`config.mk`:
```
export PLATFORM = sky130hd
export DESIGN_NAME = icap_quad
export DESIGN_NICKNAME = d
export VERILOG_FILES = /design/src/rtl/icap_pkg.sv /design/src/rtl/icap_edge_det.sv /design/src/rtl/icap_channel.sv /design/src/rtl/icap_regbus.sv /design/src/rtl/icap_quad.sv
export SDC_FILE = /design/constraint.sdc
export NUM_CORES = 1
export LEC_CHECK = 0
export BUFFER_PORTS_ARGS = -buffer_cell sky130_fd_sc_hd__buf_4
export CAP_MARGIN = 20
export CORE_MARGIN = 8
export CORE_UTILIZATION = 45
export CTS_CLUSTER_SIZE = 40
export DETAILED_ROUTE_END_ITERATION = 6
export PLACE_DENSITY = 0.73
export SYNTH_ARGS = -nofsm -noshare
export SYNTH_HDL_FRONTEND = slang
export SYNTH_SLANG_ARGS = --single-unit
```
`constraint.sdc`:
```
create_clock -name clk -period 1.5 [get_ports clk]
set_input_delay 0.15 -clock clk [delete_from_list [all_inputs] [get_ports clk]]
set_output_delay 0.15 -clock clk [all_outputs]
set_load 0.1 [all_outputs]
```
`src/rtl/icap_pkg.sv`:
```
package icap_pkg;

  typedef enum logic [1:0] {
    EDGE_OFF  = 2'b00,
    EDGE_RISE = 2'b01,
    EDGE_FALL = 2'b10,
    EDGE_BOTH = 2'b11
  } edge_sel_e;

  // Edge decision from the current and previous synchronised samples.
  function automatic logic edge_hit(edge_sel_e sel, logic cur, logic prev);
    logic hit;
    unique case (sel)
      EDGE_RISE: hit = cur & ~prev;
      EDGE_FALL: hit = ~cur & prev;
      EDGE_BOTH: hit = cur ^ prev;
      default:   hit = 1'b0;
    endcase
    return hit;
  endfunction

endpackage

```
`src/rtl/icap_edge_det.sv`:
```
module icap_edge_det
  import icap_pkg::*;
#(
  parameter int STAGES = 2
) (
  input  logic      clk,
  input  logic      rst_n,
  input  logic      pin,
  input  edge_sel_e sel,
  output logic      evt
);

  logic [STAGES-1:0] sync_q;
  logic              prev_q;
  logic              cur;

  always_ff @(posedge clk or negedge rst_n) begin
    if (!rst_n) begin
      sync_q <= '0;
      prev_q <= 1'b0;
    end else begin
      sync_q <= {sync_q[STAGES-2:0], pin};
      prev_q <= sync_q[STAGES-1];
    end
  end

  assign cur = sync_q[STAGES-1];
  assign evt = edge_hit(sel, cur, prev_q);

  // a disabled channel never reports an event
  p_off_quiet_r2: assert property (@(posedge clk) disable iff (!rst_n)
    (sel == EDGE_OFF) |-> !evt);

  // a rising-only channel reports only when the synchronised level is high
  p_rise_level_r2: assert property (@(posedge clk) disable iff (!rst_n)
    (sel == EDGE_RISE && evt) |-> cur);

endmodule

```
`src/rtl/icap_channel.sv`:
```
module icap_channel #(
  parameter int CW = 32
) (
  input  logic          clk,
  input  logic          rst_n,
  input  logic          standby,
  input  logic          fire,
  input  logic          flag_clr,
  input  logic [CW-1:0] cnt_val,
  output logic [CW-1:0] cap_q,
  output logic          flag_q
);

  always_ff @(posedge clk or negedge rst_n) begin
    if (!rst_n) begin
      cap_q  <= '0;
      flag_q <= 1'b0;
    end else if (standby) begin
      cap_q  <= '0;
      flag_q <= 1'b0;
    end else begin
      if (fire) cap_q <= cnt_val;
      if (fire)          flag_q <= 1'b1;
      else if (flag_clr) flag_q <= 1'b0;
    end
  end

  // a capture holds the counter value of its own edge
  p_latch_value_r3: assert property (@(posedge clk) disable iff (!rst_n)
    (fire && !standby) |=> (cap_q == $past(cnt_val)));

  // a capture always leaves the flag set, even against a clear
  p_flag_set_r6: assert property (@(posedge clk) disable iff (!rst_n)
    (fire && !standby) |=> flag_q);

  // without a clear or standby the flag cannot drop
  p_flag_hold_r5: assert property (@(posedge clk) disable iff (!rst_n)
    (flag_q && !flag_clr && !standby) |=> flag_q);

  // the register only changes through a capture or standby
  p_ro_r11: assert property (@(posedge clk) disable iff (!rst_n)
    (!fire && !standby) |=> $stable(cap_q));

  // standby empties the channel
  p_standby_zero_r10: assert property (@(posedge clk) disable iff (!rst_n)
    standby |=> (cap_q == '0 && !flag_q));

endmodule

```
`src/rtl/icap_regbus.sv`:
```
module icap_regbus #(
  parameter int NCH = 4,
  parameter int CW  = 32,
  parameter int AW  = 3
) (
  input  logic                     clk,
  input  logic                     rst_n,
  input  logic                     standby,
  input  logic                     bus_en,
  input  logic                     bus_wr,
  input  logic                     bus_long,
  input  logic [AW-1:0]            bus_addr,
  input  logic [CW-1:0]            bus_wdata,
  input  logic [NCH-1:0][CW-1:0]   cap_all,
  input  logic [NCH-1:0]           flag_all,
  output logic [2*NCH:0]           ctrl_q,
  output logic [NCH-1:0]           flag_clr,
  output logic [CW-1:0]            bus_rdata,
  output logic                     bus_err
);

  localparam int CTRLW = 2*NCH + 1;
  localparam int IW    = (NCH > 1) ? $clog2(NCH) : 1;
  localparam logic [AW-1:0] CTRL_ADDR = AW'(NCH);
  localparam logic [AW-1:0] STAT_ADDR = AW'(NCH + 1);

  logic [NCH-1:0] arm_q;
  logic           rd_req, wr_req, is_cap, cap_word_rd;
  logic           wdata_unused;

  assign rd_req      = bus_en && !bus_wr;
  assign wr_req      = bus_en && bus_wr;
  assign is_cap      = bus_addr < AW'(NCH);
  assign cap_word_rd = rd_req && is_cap && !bus_long;
  assign wdata_unused = ^bus_wdata[CW-1:CTRLW];

  // A flag may drop only if it was armed by a read that returned 1
  always_comb begin
    for (int i = 0; i < NCH; i++)
      flag_clr[i] = wr_req && (bus_addr == STAT_ADDR) && arm_q[i] && !bus_wdata[i];
  end

  always_ff @(posedge clk or negedge rst_n) begin
    if (!rst_n) begin
      ctrl_q <= '0;
      arm_q  <= '0;
    end else begin
      if (wr_req && bus_addr == CTRL_ADDR) ctrl_q <= bus_wdata[CTRLW-1:0];
      if (standby)                                   arm_q <= '0;
      else if (wr_req && bus_addr == STAT_ADDR)      arm_q <= '0;
      else if (rd_req && bus_addr == STAT_ADDR)      arm_q <= flag_all;
    end
  end

  always_ff @(posedge clk or negedge rst_n) begin
    if (!rst_n) begin
      bus_rdata <= '0;
      bus_err   <= 1'b0;
    end else begin
      bus_err <= cap_word_rd;
      if (rd_req) begin
        if (is_cap)                      bus_rdata <= bus_long ? cap_all[bus_addr[IW-1:0]] : '0;
        else if (bus_addr == CTRL_ADDR)  bus_rdata <= CW'(ctrl_q);
        else if (bus_addr == STAT_ADDR)  bus_rdata <= CW'(flag_all);
        else                             bus_rdata <= '0;
      end
    end
  end

  // an error response never carries data
  p_err_zero_data_r9: assert property (@(posedge clk) disable iff (!rst_n)
    bus_err |-> (bus_rdata == '0));

  // the control register changes only through a bus write
  p_ctrl_stable_r12: assert property (@(posedge clk) disable iff (!rst_n)
    !wr_req |=> $stable(ctrl_q));

endmodule

```
`src/rtl/icap_quad.sv`:
```
module icap_quad
  import icap_pkg::*;
#(
  parameter int NCH    = 4,
  parameter int CW     = 32,
  parameter int AW     = 3,
  parameter int STAGES = 2,
  parameter int ALT_CH = 3
) (
  input  logic           clk,
  input  logic           rst_n,
  input  logic           standby,
  input  logic [NCH-1:0] cap_pin,
  input  logic [CW-1:0]  cnt_val,
  input  logic           cmp_match,
  input  logic           bus_en,
  input  logic           bus_wr,
  input  logic           bus_long,
  input  logic [AW-1:0]  bus_addr,
  input  logic [CW-1:0]  bus_wdata,
  output logic [CW-1:0]  bus_rdata,
  output logic           bus_err
);

  localparam int CTRLW = 2*NCH + 1;

  logic [CTRLW-1:0]         ctrl_q;
  logic                     trg_en;
  logic [NCH-1:0]           evt;
  logic [NCH-1:0]           fire;
  logic [NCH-1:0]           flag_clr;
  logic [NCH-1:0]           flag_all;
  logic [NCH-1:0][CW-1:0]   cap_all;

  assign trg_en = ctrl_q[2*NCH];

  for (genvar i = 0; i < NCH; i++) begin : g_ch
    icap_edge_det #(.STAGES(STAGES)) u_edge (
      .clk   (clk),
      .rst_n (rst_n),
      .pin   (cap_pin[i]),
      .sel   (edge_sel_e'(ctrl_q[2*i +: 2])),
      .evt   (evt[i])
    );

    if (i == ALT_CH) begin : g_alt
      // Both sources merge into one strobe: coincident triggers latch once
      assign fire[i] = evt[i] | (trg_en & cmp_match);
    end else begin : g_pin
      assign fire[i] = evt[i];
    end

    icap_channel #(.CW(CW)) u_chan (
      .clk      (clk),
      .rst_n    (rst_n),
      .standby  (standby),
      .fire     (fire[i]),
      .flag_clr (flag_clr[i]),
      .cnt_val  (cnt_val),
      .cap_q    (cap_all[i]),
      .flag_q   (flag_all[i])
    );
  end

  icap_regbus #(.NCH(NCH), .CW(CW), .AW(AW)) u_bus (
    .clk       (clk),
    .rst_n     (rst_n),
    .standby   (standby),
    .bus_en    (bus_en),
    .bus_wr    (bus_wr),
    .bus_long  (bus_long),
    .bus_addr  (bus_addr),
    .bus_wdata (bus_wdata),
    .cap_all   (cap_all),
    .flag_all  (flag_all),
    .ctrl_q    (ctrl_q),
    .flag_clr  (flag_clr),
    .bus_rdata (bus_rdata),
    .bus_err   (bus_err)
  );

  // an enabled compare-match pulse captures that edge's counter value
  p_alt_capture_r7: assert property (@(posedge clk) disable iff (!rst_n)
    (trg_en && cmp_match && !standby) |=>
      (flag_all[ALT_CH] && cap_all[ALT_CH] == $past(cnt_val)));

  // merging sources never yields more than the channel count of strobes
  p_fire_bound_r8: assert property (@(posedge clk) disable iff (!rst_n)
    $countones(fire) <= $countones(evt) + 1);

endmodule

```
# Word-level counts from Yosys, hierarchy flattened
# Index checks and enable logic that the tools add are counted.
totals:
  regBits: 190
  input_bits: 78
  out_inout_bits: 33
op_classes:
  magnitude_cmp: 2
  eq_ne: 14
  n_mux: 33
  n_bitwise: 22
  n_reduce_logical: 30
op_table:
  columns: ["operator", "count"]
  rows:
  - ["32-bit 2-to-1 mux", 12]
  - ["32-bit binary-select mux with 2-bit select", 1]
  - ["2-bit equality test, second input constant", 8]
  - ["4-bit 2-to-1 mux", 4]
  - ["1-bit logical AND", 15]
  - ["3-bit nonzero test", 5]
  - ["1-bit 2-to-1 mux", 12]
  - ["1-bit case mux with 3 select lines", 4]
  - ["1-bit AND", 9]
  - ["2-bit by 1-bit equality test with 1-bit output, second input constant", 4]
  - ["1-bit inverter", 8]
  - ["2-bit nonzero test", 4]
  - ["3-bit equality test, second input constant", 2]
  - ["1-bit logical NOT", 6]
  - ["1-bit XOR", 4]
  - ["2-bit by 3-bit less-than comparator with 1-bit output, second input constant", 1]
  - ["3-bit less-than comparator, second input constant", 1]
  - ["1-bit OR", 1]

# Depth between registers and ports, before layout
depth:
  ltp_word: 7
  depth_mapped: 7
  mapped_depth_nobuf: 6

# By module
# A second synthesis with hierarchy kept.
unflattened:
  cells_unflattened: 667
  hier_area_um2: 8727.1
by_module_without_submodules:
  columns: ["module", "instances", "cells_each", "area_each_um2", "seq_area_each_um2"]
  rows:
  - ["icap_channel", 4, 108, 1370.1, 825.8]
  - ["icap_regbus", 1, 186, 2703.8, 1151.1]
  - ["icap_edge_det", 4, 12, 133.9, 75.1]
  - ["icap_quad", 1, 1, 7.5, 0.0]

# Worst setup path after synthesis
# No wires, ideal clock.
synth_timing:
  path_type: "register to register"
  from: "reg g_ch[3].u_edge.sync_q[1]"
  to: "reg g_ch[3].u_chan.cap_q[10]"
  arrival_time_ns: 1.558
  t_required_ns: 1.421
  slack_ns: -0.137
  stages_incl_launch_ff: 6
  cell_sequence: "dfrtp_1 ha_1 mux2i_1 a221oi_4 buf_8 mux2i_1"
synth_between:
  elab_chain_len: 5
synth_lines:
  columns: ["element", "line", "text"]
  rows:
  - ["from (decl)", "icap_edge_det.sv:13", "logic [STAGES-1:0] sync_q;"]
  - ["from (signal assigned)", "icap_edge_det.sv:22", "sync_q <= {sync_q[STAGES-2:0], pin};"]
  - ["1-bit inverter", "icap_pkg.sv:15", "EDGE_FALL: hit = ~cur & prev;"]
  - ["1-bit AND", "icap_pkg.sv:15", null]
  - ["1-bit case mux with 3 select lines *", "icap_pkg.sv:13", "unique case (sel)"]
  - ["1-bit OR *", "icap_quad.sv:48", "assign fire[i] = evt[i] | (trg_en & cmp_match);"]
  - ["2-bit nonzero test (no source line) *", null, null]
  - ["to (signal assigned)", "icap_channel.sv:22", "if (fire) cap_q <= cnt_val;"]
  - ["to (decl)", "icap_channel.sv:10", "output logic [CW-1:0] cap_q,"]
# Every way passes the cells marked *; elsewhere a longest branch is shown, timed or not.
# A chain may end at the register's enable or synchronous reset.

# Worst setup path in the final report
layout_timing:
  from: "reg g_ch[3].u_edge.sync_q[1]"
  to: "reg g_ch[3].u_chan.cap_q[5]"
# Same word-level chain as after synthesis.

==> results.txt <==
The run finished, with violations left. The checks that failed: negative setup slack. The worst-skew pair later-pin latency came out at 0.44 ns.

The final critical-path setup slack came out at -0.178 ns. The number of storage elements in the synthesis netlist came out at 190. Measured against its own limit, the worst slew margin works out to 0.618. The maximum vdd ir drop is 0.958 mV. The relative area change from synthesis to final layout is 27.7%. In the synthesized netlist the dominant register cell turns out to be sky130_fd_sc_hd__dfrtp_1. The critical path capture point type is a flip-flop. The overall routed net length is 21600 µm. The remaining routing DRC violations is 0.

Global routing finished with a remaining overflow of 0. The number of flops mapped to enable cells by yosys came out at 0. The class of the most critical hold timing path is in -> reg. The number of clock sinks is 190. Summed over all instances, the cell type with the most area after synthesis is sky130_fd_sc_hd__dfrtp_1. The global-route wire length before repair is 35000 µm. The number of filler cells placed in the layout is 1535. The placeable core area is 0.0195 mm². The routability congestion estimate came out at 0.768.

The number of warning messages in the yosys log came out at 0. The period utilization came out at 1.12. The worst-path maximum fanout came out at 9. The count of cells in the finished layout, fillers not included, comes to 1104. The TritonCTS clock tree is done. The critical path start-end classification is reg -> reg. The number of global-route vias before repair came to 6424. The setup violation total in the final timing report came out at 127.

The ratio of total power to cell area came out at 1220 mW/mm². The synthesized netlist net count came out at 784. At the worst endpoint, the arrival time is 2.02 ns. The count of input and output buffers is 87. The worst clock skew is 0.00919 ns. The post-synthesis area per instance is 12.9 µm². The initial antenna violation count came out at 0.

After legalization and detailed placement, the total HPWL measured 12900 µm. The die height is 157 µm. The commonest cells after synthesis are sky130_fd_sc_hd__dfrtp_1, sky130_fd_sc_hd__nand2b_1, sky130_fd_sc_hd__mux2i_1. The count of antenna-violating nets left after detailed routing is 0.

The area enclosed by the die boundary is 0.0248 mm². At the worst endpoint, the required time is 1.85 ns. The final-report max-slew violation count came out at 0. The fraction of registers with async set or reset after synthesis came out at 1.00. The final critical delay including setup and external delays came out at 1.68 ns. The number of diodes is 0. The highest layer touched by signal routing is met4. The final route contains 5831 vias. The post-synthesis instance total came out at 698. The sequential share of the synthesized area is 0.528. The post-CTS clock slew at the launch and capture registers of the worst setup and hold paths is 0.07 ns. The post-layout instance area is 0.0115 mm². The wire length on met1 came out at 9980 µm. The die is 157 µm wide. 111 I/O pins were placed. The clock root buffer master is sky130_fd_sc_hd__clkbuf_16. The pin count of the biggest net entering global routing is 83. The cell leakage power is 5.73 nW. The sum of negative setup slack is -11.58 ns.

The top achievable clock speed came out at 0.596 GHz. By area the synthesized netlist is led by sky130_fd_sc_hd__dfrtp_1, sky130_fd_sc_hd__mux2i_1, sky130_fd_sc_hd__nand2b_1. The most common cell in the synthesized netlist is sky130_fd_sc_hd__dfrtp_1. The fraction of synthesized cell area taken by the top area cell type came out at 0.528.

The number of hold violations in the final report was 0. The effective utilization at floorplan came out at 0.461. For this run, the total global-route usage over all layers was measured as 0.183.

The number of vias per cell came out at 5.28. The placed cell count came out at 1037. The row count is 51. The pre-CTS setup slack is -0.167 ns.

The detailed-routing iteration count for the pre-antenna-repair pass came out at 4. The number of levels the H-tree was split into is 4. In this run, CTS created clock tree buffers numbering 17. The pin slew with the least headroom to its limit is 0.574 ns. The amount of wire on met3 after detailed routing came out at 1060 µm. The ratio of cells with drive above 1 in the final layout came out at 0.279.

Detailed routing placed a total of 10300 µm of wire on met2. The mean routed wirelength per cell came out at 19.6 µm. The placed instances occupy a cell area of 0.0102 mm². The number of max-cap violations is 0. The total number of nets in the final design came out at 914. The number of DRC markers after the initial detailed-route iteration came out at 464. Setup repair after global routing could not meet its margin everywhere. The distinct cell type count of the synthesized netlist came out at 30.

STA classifies the critical path startpoint as a flip-flop. The combined area of all synthesized cells is 0.00900 mm². The maximum buffer depth of the clock tree came out at 2.
-- flip-flops by register name (all words and copies together) (netlist names) --
name / count
g_ch.u_chan.cap_q: 128
u_bus.bus_rdata: 32
u_bus.ctrl_q: 9
g_ch.u_edge.sync_q: 8
g_ch.u_chan.flag_q: 4
g_ch.u_edge.prev_q: 4
u_bus.arm_q: 4
u_bus.bus_err: 1
-- layout make-up --
class	count	area, µm²	share of cell area
clock buffer	24	482	0.0419
clock inverter	6	85.1	0.00741
inverter	16	60.1	0.00523
multi-input combinational	448	4080	0.355
sequential	190	4750	0.414
tap	265	332	0.0289
timing repair buffer	155	1690	0.147
-- worst paths after layout --
check                                                   start                                   end  slack [ns]  cells past startpoint
max in group asynchronous                               rst_n  g_ch[2].u_chan.cap_q[10]$_DFFE_PN0P_        0.66                      3
hold reg to reg            g_ch[0].u_edge.sync_q[0]$_DFF_PN0_    g_ch[0].u_edge.sync_q[1]$_DFF_PN0_        0.35                      0
setup / recovery           g_ch[3].u_edge.sync_q[1]$_DFF_PN0_   g_ch[3].u_chan.cap_q[5]$_DFFE_PN0P_       -0.18                      6
hold / removal                                         bus_wr            u_bus.arm_q[3]$_DFFE_PN0P_        0.05                      3
setup reg to reg           g_ch[3].u_edge.sync_q[1]$_DFF_PN0_   g_ch[3].u_chan.cap_q[5]$_DFFE_PN0P_       -0.18                      6
min in group asynchronous                               rst_n    g_ch[1].u_edge.sync_q[0]$_DFF_PN0_        0.08                      2
-- per-stage QoR --
step / util / power, mW / hold WS [ns]
after floorplan: - / 7.95 / -0.146
after detailed placement: 0.521 / 8.85 / -0.0211
after global placement: 0.521 / 8.78 / -0.0207
final: 0.588 / 14.0 / 0.0493
after CTS: 0.588 / 14.1 / 0.0395
after global routing: 0.588 / 14.5 / 0.0474
-- power breakdown --
part	internal, mW	switching [mW]	total [mW]
Clock	2.56	1.88	4.44
Combinational	1.75	1.76	3.50
Sequential	5.66	0.368	6.03
-- critical path: stages, from the launching register on --
cell                       delay (ns)
sky130_fd_sc_hd__dfrtp_1         0.42
sky130_fd_sc_hd__ha_4            0.29
sky130_fd_sc_hd__mux2i_4         0.07
sky130_fd_sc_hd__a221oi_4        0.23
sky130_fd_sc_hd__buf_6           0.19
sky130_fd_sc_hd__buf_12          0.16
sky130_fd_sc_hd__mux2i_2         0.23
-- kinds of logic (layout without fill, tap and decap cells) --
logic type | after synthesis | after routing | share of synthesized area
simple gates | 207 | 207 | 0.138
flops | 190 | 190 | 0.528
mux | 181 | 181 | 0.242
compound gates | 52 | 52 | 0.0452
fa+ha+maj | 8 | 8 | 0.0111
buf+inv | 60 | 201 | 0.0359
-- layout by cell type, fill, tap and decap left out, types with 5 or more instances in the layout --
cell type and n:
sky130_fd_sc_hd__dfrtp_1 190, sky130_fd_sc_hd__nand2b_1 165, sky130_fd_sc_hd__mux2i_1 135, sky130_fd_sc_hd__buf_4 100, sky130_fd_sc_hd__mux4_2 28, sky130_fd_sc_hd__buf_12 26, sky130_fd_sc_hd__a22o_1 23, sky130_fd_sc_hd__clkbuf_16 20
sky130_fd_sc_hd__nand2_1 17, sky130_fd_sc_hd__dlygate4sd3_1 16, sky130_fd_sc_hd__nor2_1 12, sky130_fd_sc_hd__inv_1 10, sky130_fd_sc_hd__mux2_2 9, sky130_fd_sc_hd__o21ai_0 7, sky130_fd_sc_hd__inv_2 6, sky130_fd_sc_hd__nand3b_1 5
sky130_fd_sc_hd__mux2i_2 5
-- routing by layer --
| metal | global-route usage | vias up |
|---|---|---|
| met5 | 0 | - |
| met3 | 0.0463 | 23 |
| met2 | 0.293 | 122 |
| li1 | - | 2694 |
| met4 | 0.0526 | 0 |
| met1 | 0.243 | 2992 |
-- repair_timing --
item	4_1_cts	5_1_grt
resized for setup	47	15
hold endpoints to repair	204	0
hold buffers	16	0
setup endpoints to repair	130	133
pin swaps	2	5
setup buffers	17	4
cloned	9	3
Power figures use the tool's default switching activity.
